[src/rtl/isa_rdy_pkg.sv]
package isa_rdy_pkg;
  typedef enum logic [1:0] {
    ST_IDLE,
    ST_WAIT,
    ST_HOLD
  } rdy_state_e;
endpackage

[src/rtl/isa_cmd_sync.sv]
module isa_cmd_sync #(
  parameter int N = 2
) (
  input  logic         clk_i,
  input  logic         rst_ni,
  input  logic [N-1:0] strb_ni,
  output logic [N-1:0] act_o,
  output logic [N-1:0] fall_o
);
  for (genvar g = 0; g < N; g++) begin : g_strb
    logic [2:0] sh_q;
    always_ff @(posedge clk_i or negedge rst_ni) begin
      if (!rst_ni) sh_q <= 3'b111;
      else         sh_q <= {sh_q[1:0], strb_ni[g]};
    end
    // sh_q[1] is the synchronised strobe, sh_q[2] its previous value
    assign act_o[g]  = ~sh_q[1];
    assign fall_o[g] = sh_q[2] & ~sh_q[1];
  end
endmodule

[src/rtl/isa_win_decode.sv]
module isa_win_decode #(
  parameter int            AW    = 24,
  parameter logic [AW-1:0] BASE  = '0,
  parameter logic [AW-1:0] LIMIT = '1
) (
  input  logic [AW-1:0] addr_i,
  input  logic          own_i,
  output logic          hit_o
);
  logic lo_ok, hi_ok;
  if (BASE == '0) begin : g_no_lo
    assign lo_ok = 1'b1;
  end else begin : g_lo
    assign lo_ok = (addr_i >= BASE);
  end
  if (LIMIT == '1) begin : g_no_hi
    assign hi_ok = 1'b1;
  end else begin : g_hi
    assign hi_ok = (addr_i <= LIMIT);
  end
  assign hit_o = own_i & lo_ok & hi_ok;
endmodule

[src/rtl/isa_rdy_fsm.sv]
module isa_rdy_fsm
  import isa_rdy_pkg::*;
#(
  parameter int HOLD_CYC = 7
) (
  input  logic clk_i,
  input  logic rst_ni,
  input  logic cpu_rst_i,
  input  logic start_rd_i,
  input  logic start_wr_i,
  input  logic rd_act_i,
  input  logic wr_act_i,
  input  logic data_ack_i,
  output logic rdy_o,
  output logic rdy_oe_o,
  output logic rd_req_o,
  output logic wr_lat_o,
  output logic rd_drv_o
);
  localparam int CW = (HOLD_CYC > 1) ? $clog2(HOLD_CYC) : 1;

  rdy_state_e state_q;
  logic [CW-1:0] cnt_q;
  logic is_rd_q, rd_drv_q, cmd_act;

  assign cmd_act = is_rd_q ? rd_act_i : wr_act_i;

  always_ff @(posedge clk_i or negedge rst_ni) begin
    if (!rst_ni) begin
      state_q  <= ST_IDLE;
      cnt_q    <= '0;
      is_rd_q  <= 1'b0;
      rd_drv_q <= 1'b0;
    end else if (cpu_rst_i) begin
      state_q  <= ST_IDLE;
      cnt_q    <= '0;
      rd_drv_q <= 1'b0;
    end else begin
      if (rd_drv_q && !rd_act_i) rd_drv_q <= 1'b0;
      unique case (state_q)
        ST_IDLE: begin
          if (start_rd_i) begin
            state_q <= ST_WAIT;
            is_rd_q <= 1'b1;
          end else if (start_wr_i) begin
            state_q <= ST_WAIT;
            is_rd_q <= 1'b0;
          end
        end
        ST_WAIT: begin
          if (data_ack_i) begin
            state_q <= ST_HOLD;
            cnt_q   <= CW'(HOLD_CYC - 1);
            if (is_rd_q) rd_drv_q <= 1'b1;
          end else if (!cmd_act) begin
            state_q <= ST_IDLE; // strobe gone before data: abort
          end
        end
        ST_HOLD: begin
          if (cnt_q == '0) state_q <= ST_IDLE;
          else             cnt_q   <= cnt_q - 1'b1;
        end
        default: state_q <= ST_IDLE;
      endcase
    end
  end

  assign rdy_oe_o = (state_q != ST_IDLE) && !cpu_rst_i;
  assign rdy_o    = (state_q == ST_HOLD);
  assign rd_req_o = (state_q == ST_WAIT) &&  is_rd_q && !cpu_rst_i;
  assign wr_lat_o = (state_q == ST_WAIT) && !is_rd_q && !cpu_rst_i;
  assign rd_drv_o = rd_drv_q;

  // high-drive run length, checker only
  int unsigned hi_run_q;
  always_ff @(posedge clk_i or negedge rst_ni) begin
    if (!rst_ni)                  hi_run_q <= 0;
    else if (rdy_o && rdy_oe_o)   hi_run_q <= hi_run_q + 1;
    else                          hi_run_q <= 0;
  end

  a_r5_req_excl: assert property (@(posedge clk_i) disable iff (!rst_ni)
    !(rd_req_o && wr_lat_o));
  a_r5_req_in_low: assert property (@(posedge clk_i) disable iff (!rst_ni)
    (rd_req_o || wr_lat_o) |-> (rdy_oe_o && !rdy_o));
  a_r2_ack_high: assert property (@(posedge clk_i) disable iff (!rst_ni)
    (rdy_oe_o && !rdy_o && data_ack_i && !cpu_rst_i) |=> (rdy_o && (cpu_rst_i || rdy_oe_o)));
  a_r2_hold_len: assert property (@(posedge clk_i) disable iff (!rst_ni)
    hi_run_q <= HOLD_CYC);
  a_r7_abort: assert property (@(posedge clk_i) disable iff (!rst_ni)
    (state_q == ST_WAIT && !cmd_act && !data_ack_i && !cpu_rst_i) |=> !rdy_oe_o);
  a_r6_rd_drv_rise: assert property (@(posedge clk_i) disable iff (!rst_ni)
    $rose(rd_drv_o) |-> rdy_o);
endmodule

[src/rtl/isa_rdy_resp.sv]
module isa_rdy_resp #(
  parameter int            AW      = 24,
  parameter logic [AW-1:0] BASE    = AW'(24'h10_0000),
  parameter logic [AW-1:0] LIMIT   = AW'(24'h1F_FFFF),
  parameter int            CLK_NS  = 10,
  parameter int            HOLD_NS = 70
) (
  input  logic          clk_i,
  input  logic          rst_ni,
  input  logic          cpu_rst_i,
  input  logic          ext_own_i,
  input  logic          ior_ni,
  input  logic          iow_ni,
  input  logic [AW-1:0] addr_i,
  input  logic          data_ack_i,
  output logic          rd_req_o,
  output logic          wr_lat_o,
  output logic          rd_data_oe_o,
  output logic          rdy_o,
  output logic          rdy_oe_o
);
  localparam int HOLD_CYC = (HOLD_NS + CLK_NS - 1) / CLK_NS;

  logic [1:0] act, fall;
  logic hit, start_rd, start_wr;

  isa_cmd_sync #(.N(2)) u_sync (
    .clk_i   (clk_i),
    .rst_ni  (rst_ni),
    .strb_ni ({iow_ni, ior_ni}),
    .act_o   (act),
    .fall_o  (fall)
  );

  isa_win_decode #(.AW(AW), .BASE(BASE), .LIMIT(LIMIT)) u_dec (
    .addr_i (addr_i),
    .own_i  (ext_own_i),
    .hit_o  (hit)
  );

  assign start_rd = fall[0] & hit & ~cpu_rst_i;
  assign start_wr = fall[1] & hit & ~cpu_rst_i;

  isa_rdy_fsm #(.HOLD_CYC(HOLD_CYC)) u_fsm (
    .clk_i      (clk_i),
    .rst_ni     (rst_ni),
    .cpu_rst_i  (cpu_rst_i),
    .start_rd_i (start_rd),
    .start_wr_i (start_wr),
    .rd_act_i   (act[0]),
    .wr_act_i   (act[1]),
    .data_ack_i (data_ack_i),
    .rdy_o      (rdy_o),
    .rdy_oe_o   (rdy_oe_o),
    .rd_req_o   (rd_req_o),
    .wr_lat_o   (wr_lat_o),
    .rd_drv_o   (rd_data_oe_o)
  );

  a_r4_rst_hiz: assert property (@(posedge clk_i) disable iff (!rst_ni)
    cpu_rst_i |-> !rdy_oe_o);
  a_r3_claim_src: assert property (@(posedge clk_i) disable iff (!rst_ni)
    $rose(rdy_oe_o) |-> ($past(ext_own_i) && $past(addr_i) >= BASE && $past(addr_i) <= LIMIT));
endmodule

[config.mk]
export PLATFORM = sky130hd
export DESIGN_NAME = isa_rdy_resp
export DESIGN_NICKNAME = d
export VERILOG_FILES = /design/src/rtl/isa_rdy_pkg.sv /design/src/rtl/isa_cmd_sync.sv /design/src/rtl/isa_win_decode.sv /design/src/rtl/isa_rdy_fsm.sv /design/src/rtl/isa_rdy_resp.sv
export SDC_FILE = /design/constraint.sdc
export NUM_CORES = 1
export LEC_CHECK = 0
export BUFFER_PORTS_ARGS = -buffer_cell sky130_fd_sc_hd__buf_4
export CAP_MARGIN = 20
export CORE_UTILIZATION = 40
export CTS_CLUSTER_DIAMETER = 200
export DETAILED_ROUTE_END_ITERATION = 8
export PLACE_DENSITY = 0.78
export SYNTH_ARGS = -nofsm -noshare
export SYNTH_HDL_FRONTEND = slang
export SYNTH_SLANG_ARGS = --single-unit
[constraint.sdc]
create_clock -name clk_i -period 1.5 [get_ports clk_i]
set_clock_uncertainty 0.05 [all_clocks]
set_input_delay 0.45 -clock clk_i [delete_from_list [all_inputs] [get_ports clk_i]]
set_output_delay 0.45 -clock clk_i [all_outputs]
set_load 0.01 [all_outputs]
# After elaboration in Yosys (flattened, before gate mapping)
# Index checks and enable logic that the tools add are counted.
dict set report word_totals {
  output_inout_bits 5
  rom_bits 0
  n_memories 0
  elab_cells 62
  latchBits 0
  ff_bits 13
  ram_bits 0
  input_bits 31
}
dict set report classes {
  multipliers 0
  n_reduce_logical 16
  order_cmp 2
  n_shift 0
  n_mux 19
  div 0
  n_addsub 1
  n_eq_ne 7
  n_bitwise 11
}
# op count
set ops {}
lappend ops {{$ge A24 B21 Y1 const B} 1}
lappend ops {{$le A24 B21 Y1 const B} 1}
lappend ops {{$mux W2} 6}
lappend ops {{$mux W3} 3}
lappend ops {{$reduce_and A3 Y1} 3}
lappend ops {{$and A1 B1 Y1} 8}
lappend ops {{$mux W1} 8}
lappend ops {{$ne A4 B4 Y1 const B} 2}
lappend ops {{$logic_and A1 B1 Y1} 6}
lappend ops {{$ne A3 B3 Y1 const B} 2}
lappend ops {{$pmux W2 S3} 1}
lappend ops {{$pmux W3 S2} 1}
lappend ops {{$reduce_bool A2 Y1} 2}
lappend ops {{$logic_not A3 Y1} 1}
lappend ops {{$ne A3 B2 Y1 const B} 1}
lappend ops {{$not A1 Y1} 3}
lappend ops {{$reduce_bool A3 Y1} 1}
lappend ops {{$sub A3 B1 Y3 const B} 1}
lappend ops {{$eq A2 B1 Y1 const B} 1}
lappend ops {{$eq A2 B2 Y1 const B} 1}
lappend ops {{$logic_not A1 Y1} 2}
lappend ops {{$logic_not A2 Y1} 1}

# Longest topological paths before layout
# Gate-level depths: netlist (run 1).
dict set report depth {
  depth_word 9
  ltp_mapped 6
  mapped_depth_nobuf 6
}

# Cells and area by module
# Synthesis (run 1) repeated with hierarchy kept, for this count alone.
dict set report unflattened {
  hier_cells 56
  area_unflattened_um2 626.9
}
# mod cells_per_inst seq_area_each_um2 area_per_inst_um2 n_inst
set by_module_without_submodules {}
lappend by_module_without_submodules {isa_rdy_fsm 42 175.2 415.4 1}
lappend by_module_without_submodules {isa_cmd_sync 10 157.7 177.7 1}
lappend by_module_without_submodules {isa_rdy_resp 2 0.0 17.5 1}
lappend by_module_without_submodules {isa_win_decode 2 0.0 16.3 1}

# Worst setup path before layout (run 1)
# Ideal clock, no wire load.
dict set report synth_path {
  kind {input -> output}
  startpoint {in cpu_rst_i}
  endpoint {out rd_req_o}
  required_time_ns 1.000
  path_stages 2
  arrival_time_ns 0.972
  path_slack_ns 0.028
  path_cell_list {clkbuf_1 > nor3b_1}
}
dict set report synth_between {
  elab_chain_len 2
}
# item line
set synth_lines {}
lappend synth_lines {{start: declaration} isa_rdy_resp.sv:10} ;# input logic cpu_rst_i,
lappend synth_lines {{$logic_not A1 Y1} isa_rdy_fsm.sv:70} ;# assign rd_req_o = (state_q == ST_WAIT) && is_rd_q && !cpu_rst_i;
lappend synth_lines {{$logic_and A1 B1 Y1} isa_rdy_fsm.sv:70}
lappend synth_lines {{end: declaration} isa_rdy_resp.sv:16} ;# output logic rd_req_o,
# Every way passes these cells.

# Worst setup path after layout (run 1)
dict set report layout_path {
  startpoint {reg u_fsm.state_q[1]}
  endpoint {out rd_req_o}
}
dict set report layout_between {
  elab_chain_len 3
}
# item line
set layout_lines {}
lappend layout_lines {{start: declaration} isa_rdy_fsm.sv:22} ;# rdy_state_e state_q;
lappend layout_lines {{start signal: assignment} isa_rdy_fsm.sv:30} ;# state_q <= ST_IDLE;
lappend layout_lines {{start signal: assignment} isa_rdy_fsm.sv:35} ;# state_q <= ST_IDLE;
lappend layout_lines {{start signal: assignment} isa_rdy_fsm.sv:43} ;# state_q <= ST_WAIT;
lappend layout_lines {{$eq A2 B1 Y1} isa_rdy_fsm.sv:70}
lappend layout_lines {{$logic_and A1 B1 Y1 (2 in series)} isa_rdy_fsm.sv:70}
# Every way passes these cells.

==> metrics.txt, run 1 <==
Worst-path clk slew 0.08 ns; failing checks negative setup slack; vias in the first global route 463; fin crit share 106%; PwrDens 781 nW/µm²; Cells after Synth 53; first-pass GRT wire length 1790 µm; Top FF cell, synth dfrtp_1; Fin. Hold Viols 0; FFs w/ async S/R, synth 100%; dominant cells by area after synthesis dfrtp_1 29%, dfstp_2 26%, nor2_1 4.4%; Critical Path Fanout Max 3; die area 1650 µm²; Overflow after GRT 0; Final #Nets 110; Worst setup EP type output port; Worst setup SP type flip-flop; initial DRC count 7; row cnt 13; Clock Sinks 13; Crit path required time 1.00 ns; Max Slew Vio Count 0; antenna violations before repair 0; r2r worst-path depth 5; Worst Hold Depth 1; core area roughly 1400 µm²; Total Routed Length 1130 µm; count of different cell masters after synthesis 26; CTS buffer count 3; dpl hpwl 745 µm; drt pass-1 iters 4; detailed-route via count 474; largest net degree at the start of global routing 14; Initial Util between 40 and 50%; f_max 628 MHz; leading post-synthesis cells by instance count 7 x dfrtp_1, 7 x nor2_1, 6 x dfstp_2, 6 x inv_1; GR Util All Layers 16.7%; via/cell ratio 5.21; Syn Nets 86; r2r setup slk 0.10 ns; Hold WS 0.239 ns; reg-to-reg endpoint u_fsm.is_rd_q; I/O pin total 36; crit path from u_fsm.state_q[1]; CTS tree done; final setup vio count 4; area leader, netlist dfrtp_1; top cell type's share of synthesized area between 20% and 30%; critical path class flip-flop to output port; RD Place Congestion 0.815; Avg WL per Cell about 12 µm; synthesized flop and latch total 13; CP arrival 1.09 ns; layout cell share with drive strength beyond 1 51.3%; worst skew pair latency 0.27 ns; Mean Syn Cell Area 11.3 µm²; LEAKAGE 0.000372 µW; Synth Cell Area 598 µm²; Worst Hold Class input pin to flip-flop; Max-Cap Viols 0; Longest Clk Path Bufs 2; peak supply drop 0.424 mV; unrepaired setup endpoints after global routing true; Die X 40.7 µm; Warnings, synthesis 0; Die Height approximately 41 µm; number of synthesized flops with an enable pin 0; Post-DRT Antenna Nets 0; Fillers approximately 100; r2r startpoint u_fsm.state_q[1]; # diodes 0; H-Tree Level Count 1; Slew Limit Headroom about four fifths; Hold Crit Start ior_ni; min cycle time layout 1.59 ns; worst hold endpoint u_sync.g_strb[0].sh_q[0]; register area share after synthesis 55.6%; Area growth, synth to finish 39.3%; Core Util, Final 61.7%; final worst slack -0.0932 ns; IO Port Bufs 15; status finished with violations; worst-margin pin slew between 0.3 and 0.4 ns; clock root buffer clkbuf_4; # DRC 0; pre-CTS setup slack -0.0289 ns
-- flip-flops by register name, summed over array words and instances (netlist names) --
| register | flops |
|---|---|
| u_fsm.cnt_q | 3 |
| u_fsm.state_q | 2 |
| u_sync.g_strb.sh_q | 6 |
| u_fsm.rd_drv_o | 1 |
| u_fsm.is_rd_q | 1 |
-- stage by stage --
step / setup TNS [ns] / area, µm² / power, µW / instances
global placement: 0 / 741 / 438 / 84
floorplan: 0 / 598 / 404 / 53
detailed placement: -0.0289 / 741 / 441 / 84
global route: -0.528 / 833 / 690 / 91
CTS: -0.292 / 813 / 656 / 91
finish: -0.269 / 833 / 651 / 91
-- report_power, final --
group          internal (µW)  switching [µW]
Sequential               369            12.2
Clock                    103             105
Combinational           34.8            27.5
Total                    507             144
-- critical path, cell delays in order (launching register included) --
cell and delay, ns:
dfrtp_1 0.38, nand2b_4 0.15, nor3b_2 0.15, buf_4 0.14
-- layout by cell type (no fill, tap or decap), types with 2 or more instances in the layout --
cell type / instances
a21oi_1: 2
buf_4: 18
clkbuf_4: 3
dfrtp_1: 6
dfstp_2: 6
ha_1: 2
inv_1: 5
nand2b_4: 2
nor2_1: 7
nor2b_1: 2
nor3b_2: 2
-- metal layers --
metal	global-route usage [%]	up-vias	part of all wire [%]
li1	-	232	-
met2	27.8	14	50
met3	1.63	2	4.5
met1	20.9	226	45
met5	0	-	0
met4	10.0	0	0.44
-- logic make-up after synthesis --
group	count (synthesis)	share of synthesized area [%]
simple gates	19	19.2
fa+ha+maj	2	4.18
flops	13	55.6
buf+inv	7	4.39
compound gates	12	16.5
-- repair_timing --
| action | in CTS | in global routing |
|---|---|---|
| hold buffers | 1 | 0 |
| gates resized for setup | 5 | 3 |
| buffers inserted | 2 | 0 |
| endpoints found under the setup margin | 4 | 6 |
| pin swaps | 1 | 0 |
| endpoints found under the hold margin | 7 | 0 |
-- worst max path at each step --
stage	depth (start not counted)	to
after floorplan	2	rd_req_o
after global placement	5	u_fsm.is_rd_q
after detailed placement	5	u_fsm.is_rd_q
after CTS	3	rd_req_o
after global routing	3	rd_req_o
final	3	rd_req_o
-- final cells by class --
cell class	instances	area (µm²)	share of cell area, %
multi-input cells	33	275	33.0
clock buffers	4	26.3	3.15
repair buffers	20	156	18.8
inverters	6	22.5	2.70
well taps	15	18.8	2.25
flip-flops and latches	13	334	40.1
Note: power is estimated with default switching activity, not from simulation.
==> run 2, diff against run 1 <==
Settings changed: ABC_AREA set to 1, CORE_UTILIZATION 40 to 41, PLACE_DENSITY 0.78 to 0.79, SLEW_MARGIN set to 10.
==> run 2 against run 1 <==
  * The run still ends with negative setup slack left
  * First-iteration DRC count increased by 14%
  * Synthesized cell count rose by 32%
  * Combinational power grew 30%
  * Routed wire length is 9.1% higher
  * Sequential power barely moved
  * Non-clock buffer count grew 1
  * Cell area grew 3.2%
  * Utilization up 1.9 points
  * Worst setup slack worse by 0.038 ns
==> metrics.txt, run 2 <==
status finished with violations; failing checks negative setup slack; Clock Sinks 13; min cycle time layout 1.63 ns; vias in the first global route ~490; Fillers 119; Critical Path Fanout Max 2; worst-margin pin slew around 0.3 ns; Overflow after GRT 0; Fin. Hold Viols 0; RD Place Congestion 0.766; Slew Limit Headroom 79.4%; Die X just over 40 µm; Area growth, synth to finish 38.0%; antenna violations before repair 0; I/O pin total 36; Crit path required time 1.00 ns; total power 686 µW; area leader, netlist dfrtp_1; synthesized flop and latch total 13; final setup vio count 4; CP arrival 1.13 ns; Worst setup SP type flip-flop; FFs w/ async S/R, synth 100%; peak supply drop 0.663 mV; drt pass-1 iters 4; area of the multi-input gates 260 µm²; worst skew pair latency 0.29 ns; count of different cell masters after synthesis 17; clock root buffer clkbuf_4; f_max 613 MHz; r2r worst-path depth 8; worst hold endpoint u_sync.g_strb[0].sh_q[0]; core area 1350 µm²; commonest non-fill, non-tap cell in the layout buf_4; Critical-path top delay cell dfrtp_1; Top FF cell, synth dfrtp_1; Hold Crit Start ior_ni; Worst-path clk slew ~0.08 ns; Longest Clk Path Bufs 2; most frequent cells in the layout 18 x buf_4, 12 x nand2_1, 10 x inv_1; CTS tree done; Syn Nets 103; Max Slew Vio Count 0; die area between 1500 and 2000 µm²; reg-to-reg endpoint u_fsm.cnt_q[0]; Synth Cell Area 623 µm²; layout cell share with drive strength beyond 1 44.2%; Die Height ~41 µm; Total Routed Length approximately 1200 µm; fin crit share 109%; register area 333 µm²; LEAKAGE 0.000434 µW; final worst slack -0.131 ns; Warnings, synthesis 0; Avg WL per Cell 11.2 µm; Cells after DPL 100; Max-Cap Viols 0; IO Port Bufs 15; unrepaired setup endpoints after global routing true; detailed-route via count 526; leading post-synthesis cells by instance count 13 x inv_1, 13 x nand2_1, 8 x nand3_1; crit-path cells nor2_4 -> inv_2 -> nor3_2 -> buf_4; Finished Layout Cells 110; dominant cells by area after synthesis dfrtp_1 28%, dfstp_2 25%, inv_1 7.8%; Post-DRT Antenna Nets 0; r2r startpoint u_fsm.state_q[0]; # diodes 0; initial DRC count 8; Initial Util 46.2%; critical path class flip-flop to output port; first-pass GRT wire length around 1900 µm; Hold WS 0.218 ns; Final #Nets 129; Cells after Synth 70; dpl hpwl about 860 µm; Worst setup EP type output port; Worst Hold Class input pin to flip-flop; Top Registers u_sync.g_strb.sh_q x6, u_fsm.cnt_q x3, u_fsm.state_q x2; Mean Syn Cell Area 8.90 µm²; max reg flops 6; CTS buffer count 3; via/cell ratio around 4.8; Crit path largest cell delay 0.42 ns; GR Util All Layers a little under a fifth; register area share after synthesis 53.4%; top cell type's share of synthesized area 28.1%; # DRC 0; Core Util, Final 63.7%; PwrDens 798 nW/µm²; pre-CTS setup slack between 0.07 and 0.08 ns; Top reg by flops u_sync.g_strb.sh_q; largest net degree at the start of global routing 14; H-Tree Level Count 1; r2r setup slk 0.13 ns; number of synthesized flops with an enable pin 0; Worst Hold Depth 1; row cnt 13
==> run 2: changes by cell type after synthesis, moves of 5 or more <==
cell	previous run	this run
nand2_1	1	13
nand3_1	0	8
inv_1	6	13
o21ai_0	0	5
==> run 2: worst max-delay path, delay by kind of cell, from the launching register on <==
| kind | cells | cell delay [ns] |
|---|---|---|
| buf+inv | 2 | 0.19 |
| flops | 1 | 0.42 |
| simple gates | 2 | 0.23 |
==> run 2: per-layer routing <==
layer	part of all wire (%)	GRT usage [%]	wire length [µm]	vias to the layer above
met2	54	33.2	665	9
met5	0	0	0	-
met1	40	20.1	499	241
met4	1.8	7.50	22	0
li1	-	-	-	274
met3	3.9	8.15	48	2
==> run 2: where the power goes <==
part	switching, µW	internal (µW)
sequential	9.65	374
clock	123	99.3
combinational	43.4	37.3
total	176	510
==> run 2: timing repair <==
action,CTS,global route
hold endpoints to repair,7,0
pin swaps,2,4
buffers inserted,3,2
setup endpoints to repair,4,4
gates resized for setup,4,6
hold buffers,1,0
==> run 2: kinds of logic after synthesis <==
| group | synth area share, % |
|---|---|
| fa+ha+maj | 4.02 |
| simple gates | 27.3 |
| flops | 53.4 |
| buf+inv | 8.43 |
| compound gates | 5.42 |
| xor+xnor | 1.41 |
==> run 2: worst max path at each step <==
stage | from | end | cells past startpoint
after floorplan | u_fsm.state_q[0] | rd_req_o | 4
after global placement | cpu_rst_i | rd_req_o | 3
after detailed placement | u_fsm.state_q[0] | wr_lat_o | 5
after CTS | u_fsm.state_q[1] | rdy_oe_o | 5
after global routing | u_fsm.state_q[0] | wr_lat_o | 5
final | u_fsm.state_q[1] | wr_lat_o | 4
==> run 2: cell type report <==
type / count / area share [%]
Tap cell: 15 / 2.18
Clock inverter: 1 / 0.582
Inverter: 14 / 6.11
Timing Repair Buffer: 21 / 19.5
Sequential cell: 13 / 38.7
Multi-Input combinational cell: 43 / 30.3
Clock buffer: 3 / 2.62
==> run 2: stage by stage <==
| step | instance area, µm² | TNS [ns] |
|---|---|---|
| after floorplan | 623 | 0 |
| after global placement | 754 | 0 |
| after detailed placement | 754 | 0 |
| after CTS | 818 | -0.431 |
| after global routing | 860 | -0.700 |
| final | 860 | -0.408 |
==> run 3, diff against run 2 <==
Settings changed: CORE_UTILIZATION 41 to 44, PLACE_DENSITY 0.79 to 0.83.
Clock period 1.5 ns to 2.05 ns, I/O delays scaled along.
==> run 3 against run 2 <==
  * The flow now finishes without violations
  * Final cell count fell by 5.5%
  * Via count increased by 0.76%
  * Sequential share of layout area grew 3.9 points
  * Combinational power is 32% lower
  * Global-route usage decreased by 0.75 points
  * Register-to-register slack better by 0.65 ns
  * Non-clock buffer count is 6 lower
  * Worst hold slack worse by 0.11 ns
  * Critical endpoint is now rd_req_o
  * Largest power group unchanged
  * Highest routed layer unchanged
==> metrics.txt, run 3 (synthesis results as in run 2) <==
status finished, final reports clean; clock root buffer clkbuf_4; Top Registers u_sync.g_strb.sh_q x6, u_fsm.cnt_q x3, u_fsm.state_q x2; Critical-path top delay cell dfrtp_1; peak supply drop slightly below 0.4 mV; drt pass-1 iters 4; Avg WL per Cell around 11 µm; Longest Clk Path Bufs 2; Top reg by flops u_sync.g_strb.sh_q; Core Util, Final ~60%; Max-Cap Viols 0; initial DRC count 19; I/O pin total 36; # DRC 0; Clock Sinks 13; LEAKAGE 0.000396 µW; most frequent cells in the layout 15 x buf_4, 13 x inv_1, 13 x nand2_1; post-cts sizing count 0; area of the multi-input gates 238 µm²; Fin. Hold Viols 0; Overflow after GRT 0; Worst Hold Class input pin to async pin; Worst setup EP type output port; vias in the first global route about 470; unrepaired setup endpoints after global routing false; Worst-path clk slew about 0.080 ns; CP arrival 1.25 ns; antenna violations before repair 0; final setup vio count 0; H-Tree Level Count 1; critical path's top delay family flip-flops; via/cell ratio 5.10; crit-path cells inv_1 -> nor2_4 -> inv_1 -> nor3_1 -> buf_4; # diodes 0; Die Height 39.6 µm; Crit path required time between 1 and 1.5 ns; Post-Route Setup TNS 0 ns; Worst setup SP type flip-flop; IO Port Bufs 15; min cycle time layout 1.91 ns; register area roughly 330 µm²; max reg flops 6; Die X around 40 µm; Fillers 121; detailed-route via count 530; worst skew pair latency 0.27 ns; setup bufs post-CTS 0; first-pass GRT wire length 1810 µm; GR Util All Layers 18.4%; Slew Limit Headroom a little over four fifths; Most Frequent Cell on Critical Path inv_1; Post-DRT Antenna Nets 0; CTS tree done; worst-margin pin slew between 0.2 and 0.25 ns; core area about 1300 µm²; Total Routed Length 1170 µm; crit path buf inv count 3; largest net degree at the start of global routing 14; RD Place Congestion 0.809; fin crit share 93.3%; PwrDens 627 nW/µm²; Critical Path Fanout Max 4; Hold Buf Count CTS 0; die area 1570 µm²; f_max 523 MHz; commonest non-fill, non-tap cell in the layout buf_4; total power 489 µW; Initial Util 47.9%; dpl hpwl ~900 µm; layout cell share with drive strength beyond 1 32.6%; Crit path largest cell delay between 0.3 and 0.4 ns; critical path class flip-flop to output port; Max Slew Vio Count 0; row cnt 13; Area growth, synth to finish 25.3%; CTS buffer count 3; Final #Nets 123
==> run 3: cell types whose count changed in the layout (fill, tap and decap cells not counted), moves of 2 or more <==
cell,change
buf_4,-3
inv_1,+3
inv_2,-3
buf_6,-2
nor3_1,+2
nor3_2,-2
==> run 3: worst reg2reg max path, delay by kind of cell (launching register included) <==
family | cells | cell delay (ns)
buffers and inverters | 1 | 0.10
flip-flops | 1 | 0.38
AND/OR/NAND/NOR | 4 | 0.39
AO/OA/AOI/OAI | 1 | 0.09
adder cells (fa/ha/maj) | 1 | 0.15
==> run 3: power by group <==
group	total [µW]	switching (µW)	internal [µW]
Clock	155	79.3	75.4
Combinational	55.1	30.8	24.3
Sequential	280	6.10	273
Total	489	116	373
==> run 3: final timing paths <==
path,endpoint,slack (ns),start,cells past startpoint
worst max-delay path,rd_req_o,0.14,u_fsm.state_q[0],5
worst min-delay path,u_fsm.cnt_q[0],0.11,rst_ni,1
worst max register to register,u_fsm.cnt_q[1],0.78,u_fsm.cnt_q[0],7
worst min register to register,u_sync.g_strb[1].sh_q[1],0.31,u_sync.g_strb[1].sh_q[0],0
max in group asynchronous,u_sync.g_strb[0].sh_q[2],1.60,rst_ni,1
min in group clk_i,u_sync.g_strb[1].sh_q[1],0.31,u_sync.g_strb[1].sh_q[0],0
==> run 3: final cells by class <==
cell class	count	area share, %
clock buffer	4	3.37
inverter	14	6.73
multi-input combinational	43	30.4
sequential	13	42.6
tap	15	2.40
timing repair buffer	15	14.4
==> run 3: routing by layer <==
metal  up-vias  track usage (%)  share of wire [%]
li1        259                -                  -
met1       239             19.6                 43
met2        24             28.7                 46
met3         8             3.41                7.4
met4         0             19.8                3.7
met5         -                0                  0
==> run 3: metrics by stage <==
stage,cell area (µm²),hold WS (ns),worst slack [ns],instances
floorplan,623,0.269,0.469,70
finish,781,0.111,0.138,104
global placement,754,0.296,0.312,100
CTS,781,0.112,0.118,104
detailed placement,754,0.299,0.289,100
global route,781,0.117,0.0326,104
